**src/rtl/alu8_pkg.sv**
```systemverilog
package alu8_pkg;
    localparam int NIB_W = 4;

    typedef enum logic [3:0] {
        OP_CMPB = 4'd0,
        OP_ADDW = 4'd1,
        OP_SUBW = 4'd2,
        OP_CMPW = 4'd3,
        OP_INCB = 4'd4,
        OP_DECB = 4'd5,
        OP_INCW = 4'd6,
        OP_DECW = 4'd7,
        OP_RORB = 4'd8,
        OP_ROLB = 4'd9,
        OP_RORC = 4'd10,
        OP_ROLC = 4'd11,
        OP_SETC = 4'd12,
        OP_CLRC = 4'd13,
        OP_NOTC = 4'd14,
        OP_NOP  = 4'd15
    } alu_op_e;

    typedef struct packed {
        logic z;
        logic ac;
        logic cy;
    } flags_t;
endpackage

```
**src/rtl/alu8_decode.sv**
```systemverilog
module alu8_decode
    import alu8_pkg::*;
(
    input  alu_op_e op,
    output logic    we,
    output logic    is_word,
    output flags_t  mask
);
    always_comb begin
        we      = 1'b0;
        is_word = 1'b0;
        mask    = '0;
        unique case (op)
            OP_CMPB: mask = '{z: 1'b1, ac: 1'b1, cy: 1'b1};
            OP_ADDW, OP_SUBW: begin
                we = 1'b1; is_word = 1'b1;
                mask = '{z: 1'b1, ac: 1'b1, cy: 1'b1};
            end
            OP_CMPW: begin
                is_word = 1'b1;
                mask = '{z: 1'b1, ac: 1'b1, cy: 1'b1};
            end
            OP_INCB, OP_DECB: begin
                we = 1'b1;
                mask = '{z: 1'b1, ac: 1'b1, cy: 1'b0};
            end
            OP_INCW, OP_DECW: begin
                we = 1'b1; is_word = 1'b1;
            end
            OP_RORB, OP_ROLB, OP_RORC, OP_ROLC: begin
                we = 1'b1;
                mask = '{z: 1'b0, ac: 1'b0, cy: 1'b1};
            end
            OP_SETC, OP_CLRC, OP_NOTC: mask = '{z: 1'b0, ac: 1'b0, cy: 1'b1};
            OP_NOP: ;
        endcase
    end
endmodule

```
**src/rtl/alu8_byte_unit.sv**
```systemverilog
module alu8_byte_unit
    import alu8_pkg::*;
#(
    parameter int BW = 8
) (
    input  alu_op_e       op,
    input  logic [BW-1:0] a,
    input  logic [BW-1:0] b,
    input  logic          cy_in,
    output logic [BW-1:0] res,
    output flags_t        fl
);
    logic [BW:0] diff;
    assign diff = {1'b0, a} - {1'b0, b};

    always_comb begin
        res   = a;
        fl.cy = cy_in;
        fl.ac = 1'b0;
        unique case (op)
            OP_CMPB: begin
                res   = diff[BW-1:0];
                fl.cy = diff[BW];
                fl.ac = a[NIB_W-1:0] < b[NIB_W-1:0];
            end
            OP_INCB: begin
                res   = a + 1'b1;
                fl.ac = &a[NIB_W-1:0];
            end
            OP_DECB: begin
                res   = a - 1'b1;
                fl.ac = ~|a[NIB_W-1:0];
            end
            OP_RORB: begin
                res   = {a[0], a[BW-1:1]};
                fl.cy = a[0];
            end
            OP_ROLB: begin
                res   = {a[BW-2:0], a[BW-1]};
                fl.cy = a[BW-1];
            end
            OP_RORC: begin
                res   = {cy_in, a[BW-1:1]};
                fl.cy = a[0];
            end
            OP_ROLC: begin
                res   = {a[BW-2:0], cy_in};
                fl.cy = a[BW-1];
            end
            OP_SETC: fl.cy = 1'b1;
            OP_CLRC: fl.cy = 1'b0;
            OP_NOTC: fl.cy = ~cy_in;
            default: ;
        endcase
        fl.z = (res == '0);
    end
endmodule

```
**src/rtl/alu8_word_unit.sv**
```systemverilog
module alu8_word_unit
    import alu8_pkg::*;
#(
    parameter int WW = 16
) (
    input  alu_op_e       op,
    input  logic [WW-1:0] a,
    input  logic [WW-1:0] b,
    output logic [WW-1:0] res,
    output flags_t        fl
);
    logic [WW:0]    sum;
    logic [WW:0]    diff;
    logic [NIB_W:0] nib_sum;

    assign sum     = {1'b0, a} + {1'b0, b};
    assign diff    = {1'b0, a} - {1'b0, b};
    assign nib_sum = {1'b0, a[NIB_W-1:0]} + {1'b0, b[NIB_W-1:0]};

    always_comb begin
        res   = a;
        fl.cy = 1'b0;
        fl.ac = 1'b0;
        unique case (op)
            OP_ADDW: begin
                res   = sum[WW-1:0];
                fl.cy = sum[WW];
                fl.ac = nib_sum[NIB_W];
            end
            OP_SUBW, OP_CMPW: begin
                res   = diff[WW-1:0];
                fl.cy = diff[WW];
                fl.ac = a[NIB_W-1:0] < b[NIB_W-1:0];
            end
            OP_INCW: res = a + 1'b1;
            OP_DECW: res = a - 1'b1;
            default: ;
        endcase
        fl.z = (res == '0);
    end
endmodule

```
**src/rtl/alu8_flag_reg.sv**
```systemverilog
module alu8_flag_reg
    import alu8_pkg::*;
(
    input  logic   clk,
    input  logic   rst_n,
    input  logic   en,
    input  flags_t mask,
    input  flags_t nxt,
    output flags_t q
);
    always_ff @(posedge clk) begin
        if (!rst_n) begin
            q <= '0;
        end else if (en) begin
            if (mask.z)  q.z  <= nxt.z;
            if (mask.ac) q.ac <= nxt.ac;
            if (mask.cy) q.cy <= nxt.cy;
        end
    end

    a_r10_hold_when_disabled: assert property (@(posedge clk) disable iff (!rst_n)
        !en |=> $stable(q));
    a_r11_masked_bits_hold: assert property (@(posedge clk) disable iff (!rst_n)
        (mask == '0) |=> $stable(q));
endmodule

```
**src/rtl/alu8_core.sv**
```systemverilog
module alu8_core
    import alu8_pkg::*;
#(
    parameter int BYTE_W = 8
) (
    input  logic                  clk,
    input  logic                  rst_n,
    input  logic [3:0]            op_i,
    input  logic [2*BYTE_W-1:0]   op_a_i,
    input  logic [2*BYTE_W-1:0]   op_b_i,
    input  logic                  flag_en_i,
    output logic [2*BYTE_W-1:0]   result_o,
    output logic                  res_we_o,
    output logic                  z_o,
    output logic                  ac_o,
    output logic                  cy_o
);
    localparam int WORD_W = 2 * BYTE_W;

    alu_op_e           op;
    logic              is_word;
    flags_t            mask, bfl, wfl, nxt, fq;
    logic [BYTE_W-1:0] bres;
    logic [WORD_W-1:0] wres;

    assign op = alu_op_e'(op_i);

    alu8_decode u_dec (.op(op), .we(res_we_o), .is_word(is_word), .mask(mask));

    alu8_byte_unit #(.BW(BYTE_W)) u_byte (
        .op(op), .a(op_a_i[BYTE_W-1:0]), .b(op_b_i[BYTE_W-1:0]),
        .cy_in(fq.cy), .res(bres), .fl(bfl)
    );

    alu8_word_unit #(.WW(WORD_W)) u_word (
        .op(op), .a(op_a_i), .b(op_b_i), .res(wres), .fl(wfl)
    );

    assign nxt      = is_word ? wfl : bfl;
    assign result_o = is_word ? wres : {{(WORD_W-BYTE_W){1'b0}}, bres};

    alu8_flag_reg u_flags (
        .clk(clk), .rst_n(rst_n), .en(flag_en_i), .mask(mask), .nxt(nxt), .q(fq)
    );

    assign z_o  = fq.z;
    assign ac_o = fq.ac;
    assign cy_o = fq.cy;

    a_r1_cmp_no_write: assert property (@(posedge clk) disable iff (!rst_n)
        (op_i == 4'd0 || op_i == 4'd3) |-> !res_we_o);
    a_r5_incdec_keeps_cy: assert property (@(posedge clk) disable iff (!rst_n)
        (op_i == 4'd4 || op_i == 4'd5) |=> $stable(cy_o));
    a_r6_word_step_no_flags: assert property (@(posedge clk) disable iff (!rst_n)
        (op_i == 4'd6 || op_i == 4'd7) |=> $stable({z_o, ac_o, cy_o}));
    a_r8_rorc_uses_old_cy: assert property (@(posedge clk) disable iff (!rst_n)
        (op_i == 4'd10) |-> (result_o[BYTE_W-1] == cy_o));
    a_r9_setc: assert property (@(posedge clk) disable iff (!rst_n)
        (op_i == 4'd12 && flag_en_i) |=> cy_o);
    a_r2_addw_writes: assert property (@(posedge clk) disable iff (!rst_n)
        (op_i == 4'd1) |-> (res_we_o && result_o == op_a_i + op_b_i));
endmodule

```
**config.mk**
```make
export PLATFORM = sky130hd
export DESIGN_NAME = alu8_core
export DESIGN_NICKNAME = d
export VERILOG_FILES = /design/src/rtl/alu8_pkg.sv /design/src/rtl/alu8_decode.sv /design/src/rtl/alu8_byte_unit.sv /design/src/rtl/alu8_word_unit.sv /design/src/rtl/alu8_flag_reg.sv /design/src/rtl/alu8_core.sv
export SDC_FILE = /design/constraint.sdc
export NUM_CORES = 1
export LEC_CHECK = 0
export CAP_MARGIN = 5
export CORE_MARGIN = 8
export CORE_UTILIZATION = 60
export CTS_CLUSTER_SIZE = 28
export DETAILED_ROUTE_END_ITERATION = 12
export DONT_BUFFER_PORTS = 1
export PLACE_DENSITY = 0.85
export SLEW_MARGIN = 40
export SYNTH_ARGS = -nofsm -noshare
export SYNTH_HDL_FRONTEND = slang
export SYNTH_SLANG_ARGS = --single-unit
```
**constraint.sdc**
```tcl
create_clock -name clk -period 5.07 [get_ports clk]
set_input_delay 1.014 -clock clk [delete_from_list [all_inputs] [get_ports clk]]
set_output_delay 1.014 -clock clk [all_outputs]
set_load 0.05 [all_outputs]
```
Word-level counts from Yosys, hierarchy flattened
Index checks and enable logic that the tools add are counted.
- bits of input ports: 39
- register bits: 3
- mux-type cells: 10
- bitwise operators: 1
- reduce and logical (&&, ||, !) cells: 18
- $lt $le $gt $ge: 1
- add/sub/neg operators: 8
- equal/unequal tests: 14
- operators with widths (cell ; number):
    $pmux 16 s4 ; 1
    $pmux 8 s7 ; 1
    $eq 4x4->1 const B ; 7
    $add 16x16->17 ; 1
    $sub 16x16->17 ; 1
    $add 16x1->16 const B ; 1
    $eq 4x3->1 const B ; 4
    $logic_not 16->1 ; 1
    $mux 16 ; 1
    $sub 16x1->16 const B ; 1
    $reduce_or 10->1 ; 1
    $pmux 3 s3 ; 1
    $sub 8x8->9 ; 1
    $add 8x1->8 const B ; 1
    $eq 4x2->1 const B ; 2
    $logic_not 8->1 ; 1
    $reduce_or 2->1 ; 4
    $reduce_or 4->1 ; 2
    $sub 8x1->8 const B ; 1
    $reduce_bool 7->1 ; 1
    $reduce_or 7->1 ; 1
    $pmux 1 s6 ; 1
    $add 4x4->5 ; 1
    $reduce_or 5->1 ; 1
    other kinds (12) ; 14

Logic depth before layout (Yosys ltp)
- depth in word-level cells: 5
- mapped depth: 15

Modules after synthesis
A second synthesis with hierarchy kept.
- cells, all modules: 636
- area, all modules: 4483.0 µm²
- by module, submodules not included (module ; sequential area each (µm²) ; cells an instance ; instances ; area each (µm²)):
    alu8_word_unit ; 0.0 ; 425 ; 1 ; 2910.3
    alu8_byte_unit ; 0.0 ; 164 ; 1 ; 1176.1
    alu8_core ; 0.0 ; 21 ; 1 ; 207.7
    alu8_flag_reg ; 60.1 ; 15 ; 1 ; 123.9
    alu8_decode ; 0.0 ; 11 ; 1 ; 65.1

Worst setup path after synthesis
OpenSTA, ideal clock, no wires.
- path type: input-to-output
- from: input op_i[0]
- to: output result_o[6]
- stages on the path: 13
- arrival: 4.746 ns
- setup slack: -0.690 ns
- path through: clkbuf_1 > buf_2 > buf_1 > nand2_1 > nor2_1 > ha_1 > a21o_1 > a21oi_1 > o21bai_1 > a21oi_1 > xnor2_1 > a221oi_1 > o21ai_0
- cells in the longest elaborated chain, start to end: 4
- elaborated cells between the ends (all ways): 18
- ends and longest elaborated chain (element ; RTL line ; text):
    start, declared ; alu8_core.sv:8 ; input logic [3:0] op_i,
    $eq 4x2->1, or another cell as far along ; alu8_decode.sv:13, alu8_word_unit.sv:24 ;
    $reduce_or 2->1 / $reduce_or 5->1 (equally long branches) ; -- ;
    $pmux 16 s4 / $mux 1 (equally long branches) ; alu8_word_unit.sv:24, alu8_decode.sv:13 ;
    $mux 16 * ; alu8_core.sv:40 ; assign result_o = is_word ? wres : {{(WORD_W-BYTE_W){1'b0}}, bres};
    end, declared ; alu8_core.sv:12 ; output logic [2*BYTE_W-1:0] result_o,
Every way passes the cells marked *; elsewhere a longest branch is shown, timed or not.

Worst setup path after layout
- from: input op_b_i[3]
- to: output result_o[15]
- cells in the longest elaborated chain, start to end: 3
- elaborated cells between the ends (all ways): 4
- ends and longest elaborated chain (element ; RTL line ; text):
    start, declared ; alu8_core.sv:10 ; input logic [2*BYTE_W-1:0] op_b_i,
    $sub 16x16->17 / $add 16x16->17 (equally long branches) ; alu8_word_unit.sv:17, alu8_word_unit.sv:16 ;
    $pmux 16 s4 * ; alu8_word_unit.sv:24 ; unique case (op)
    $mux 16 * ; alu8_core.sv:40 ;
Marked as above.

==> metrics.md <==
| Metric | Value |
|---|---|
| Outcome | complete, no violations |
| Antenna viol nets, final | 0 |
| Worst r2r dst | u_flags.q[2] |
| Arr. time, crit path | between 3000 and 4000 ps |
| Vias in the first global route | 4089 |
| Rows | 28 |
| Dpl hpwl | between 9 and 10 mm |
| Worst flop-to-flop path startpoint | u_flags.q[2] |
| Crit start category | input port |
| Final Core Density | between 60% and 70% |
| Clk slew on worst S/H paths | 30 ps |
| Htree depth | 1 |
| Gate Count Post-Synth | 526 |
| Maximum vdd drop | 0.000120 V |
| Final cycle utilization of the critical path | a little over nine tenths |
| Reg2reg setup slack | 2550 ps |
| Drt drc | 0 |
| Commonest non-fill, non-tap cell in the layout | a21oi_1 |
| DRT iter0 DRCs | 412 |
| DIE WIDTH | about 93 um |
| Pin count of the biggest net entering global routing | 30 |
| Max Freq | about 210 MHz |
| Final nets | 597 |
| IO Pins | 59 |
| Post-cts sizing count | 0 |
| Setup Buffers After CTS | 0 |
| Routability cong. | slightly below 1 |
| Critical path fanouts, max | 7 |
| Setup TNS | 0 ps |
| Ys Warns | 0 |
| Pleak | about 1.6 nW |
| Critical Path End Type | output port |
| Total CTS buffers | 3 |
| Area leader, netlist | ha_1 |
| Slew @ Worst Pin | 773 ps |
| Clock sink count | 3 |
| HP Class | reg2reg |
| CP top delay family | compound AO/OA/AOI/OAI gates |
| Slowest cell on the critical path | o21a_1 |
| Post-synth EDFFs | 0 |
| Max-slew violations | 0 |
| Max reg flops | 3 |
| Most flops, register | u_flags.q |
| Max Cap Violations | 0 |
| WL per Instance | approximately 20 um |
| Clk_lat worst skew | 210 ps |
| Endpoints failing setup | 0 |
| CTS tree | built |
| First-pass GRT wire length | between 15 and 20 mm |
| Critical path class | in2out |
| Most frequent cells in the layout | a21oi_1 (50), nor2_1 (44), inv_1 (42) |
| Hold EP | u_flags.q[1] |
| WL final | 12.0 mm |
| Avg Inst Size Synth | about 6.8 um2 |
| WHS Path Cells | 2 |
| Worst Path Buf+Inv | 1 |
| FFs w/ async S/R, synth | 0% |
| Synth cell types | between 70 and 80 |
| Critical path cell sequence | inv_1 > ha_1 > a21o_1 > a221o_1 > o32a_4 > a211o_1 > a21oi_1 > o211ai_1 > o2111ai_1 > o21a_1 |
| CTS Hold Bufs | 0 |
| RSZ-0062 raised after global routing | no |
| CTS Buffer Depth | 2 |
| Largest registers | u_flags.q: 3 flops |
| Die H | roughly 93 um |
| Share of cells above drive strength 1 | approximately 8.6% |
| Max-slew headroom | between 40% and 50% |
| Prevailing post-synth register cell | dfxtp_1 |
| Post-synth top area share | 14.4% |
| CTS root buffer | clkbuf_8 |
| Total GRT Usage | between 20% and 30% |
| Final hold violations | 0 |
| Power Density | approximately 140 mW/mm2 |
| Routed vias | 4282 |
| Worst-case reg-to-reg path depth | 6 |
| Min Tclk post-route | ~4800 ps |
| Fin Clk Skew | around 1.1 ps |
| Main area contributors after synthesis | ha_1 (14%), a21oi_1 (7.0%), xnor2_1 (4.9%) |
| Area of the core | roughly 0.0058 mm2 |
| Area Growth Syn to Fin | 5.76% |
| Port bufs | 0 |
| Full die area | 0.00866 mm2 |
| Via-to-Cell Ratio | 7.28 |
| Hold Crit Start | u_flags.q[1] |
| # diodes | 0 |
| Initial core utilization | between 60% and 70% |
| Yosys reg bits | 3 |
| Mapped cell area | approximately 0.0036 mm2 |
| Pre-Repair DR Iteration Count | 6 |
| Critical Path Max Stage Delay | slightly above 500 ps |
| WP data required | just over 4000 ps |
| Post-Syn Nets | around 610 |
| Initial antenna violation count | 0 |
| Total grt overflow | 0 |
| Critical path origin | op_b_i[3] |
| Seq/Total Area, Yosys | 1.69% |
[cell usage after synthesis, types with 8 or more instances]
| master | number |
|---|---|
| a21oi_1 | 50 |
| nor2_1 | 45 |
| inv_1 | 42 |
| ha_1 | 41 |
| nand2_1 | 39 |
| o21ai_0 | 29 |
| clkbuf_1 | 22 |
| nor3_1 | 22 |
| xnor2_1 | 20 |
| mux2i_1 | 12 |
| nor2b_1 | 10 |
| nor4_1 | 9 |
| a21o_1 | 8 |
| a31oi_1 | 8 |
| buf_2 | 8 |
| nand3_1 | 8 |
[cells by family (layout without fill, tap and decap cells)]
kind of cell	Yosys count	count (layout)	share of synthesized area [%]
fa+ha+maj	44	44	16.1
xor+xnor	25	25	6.15
buf+inv	74	61	8.12
compound gates	195	195	39.6
flops	3	3	1.69
mux	13	13	3.69
simple gates	172	172	24.7
[tightest hold or removal path: stages (launching register included)]
cell,delay (ps)
dfxtp_1,470
o21ai_0,230
a31oi_1,40
[routing by layer]
| layer | track usage (%) | routed length, um | up-vias | part of all wire, % |
|---|---|---|---|---|
| li1 | - | - | 1976 | - |
| met1 | 33.4 | 4620 | 1978 | 39 |
| met2 | 42.9 | 5550 | 282 | 46 |
| met3 | 3.93 | 1360 | 46 | 11 |
| met4 | 12.8 | 454 | 0 | 3.8 |
| met5 | 0 | 0 | - | 0 |
[power by group]
group          total [mW]  switching, mW  internal (mW)
registers          0.0308        0.00581         0.0250
clock network      0.0682         0.0146         0.0535
logic               0.444          0.285          0.159
[stage by stage]
stage | setup slack (ps) | instances | total power, mW | hold WS [ps] | instance area [um2]
after CTS | 111 | 588 | 0.531 | 793 | 3750
after global placement | 250 | 584 | 0.448 | 793 | 3700
after global routing | 31.4 | 588 | 0.578 | 841 | 3770
final | 297 | 588 | 0.543 | 786 | 3770
after floorplan | 65.3 | 526 | 0.384 | 753 | 3590
after detailed placement | 125 | 584 | 0.459 | 789 | 3710
[area by class of cell]
type / instances / area [um2]
inverters: 42 / 158
fillers: 504 / 2050
multi-input cells: 449 / 3280
flip-flops and latches: 3 / 60.1
well taps: 75 / 93.8
clock buffers: 4 / 45.0
repair buffers: 15 / 125
[worst max-delay path by stage]
stage,depth (start not counted),to,slack [ps]
2_1_floorplan,11,result_o[3],70
3_3_place_gp,12,result_o[14],250
3_5_place_dp,12,result_o[14],130
4_1_cts,12,result_o[14],110
5_1_grt,10,result_o[15],30
6_report,10,result_o[15],300
Power figures use the tool's default switching activity.
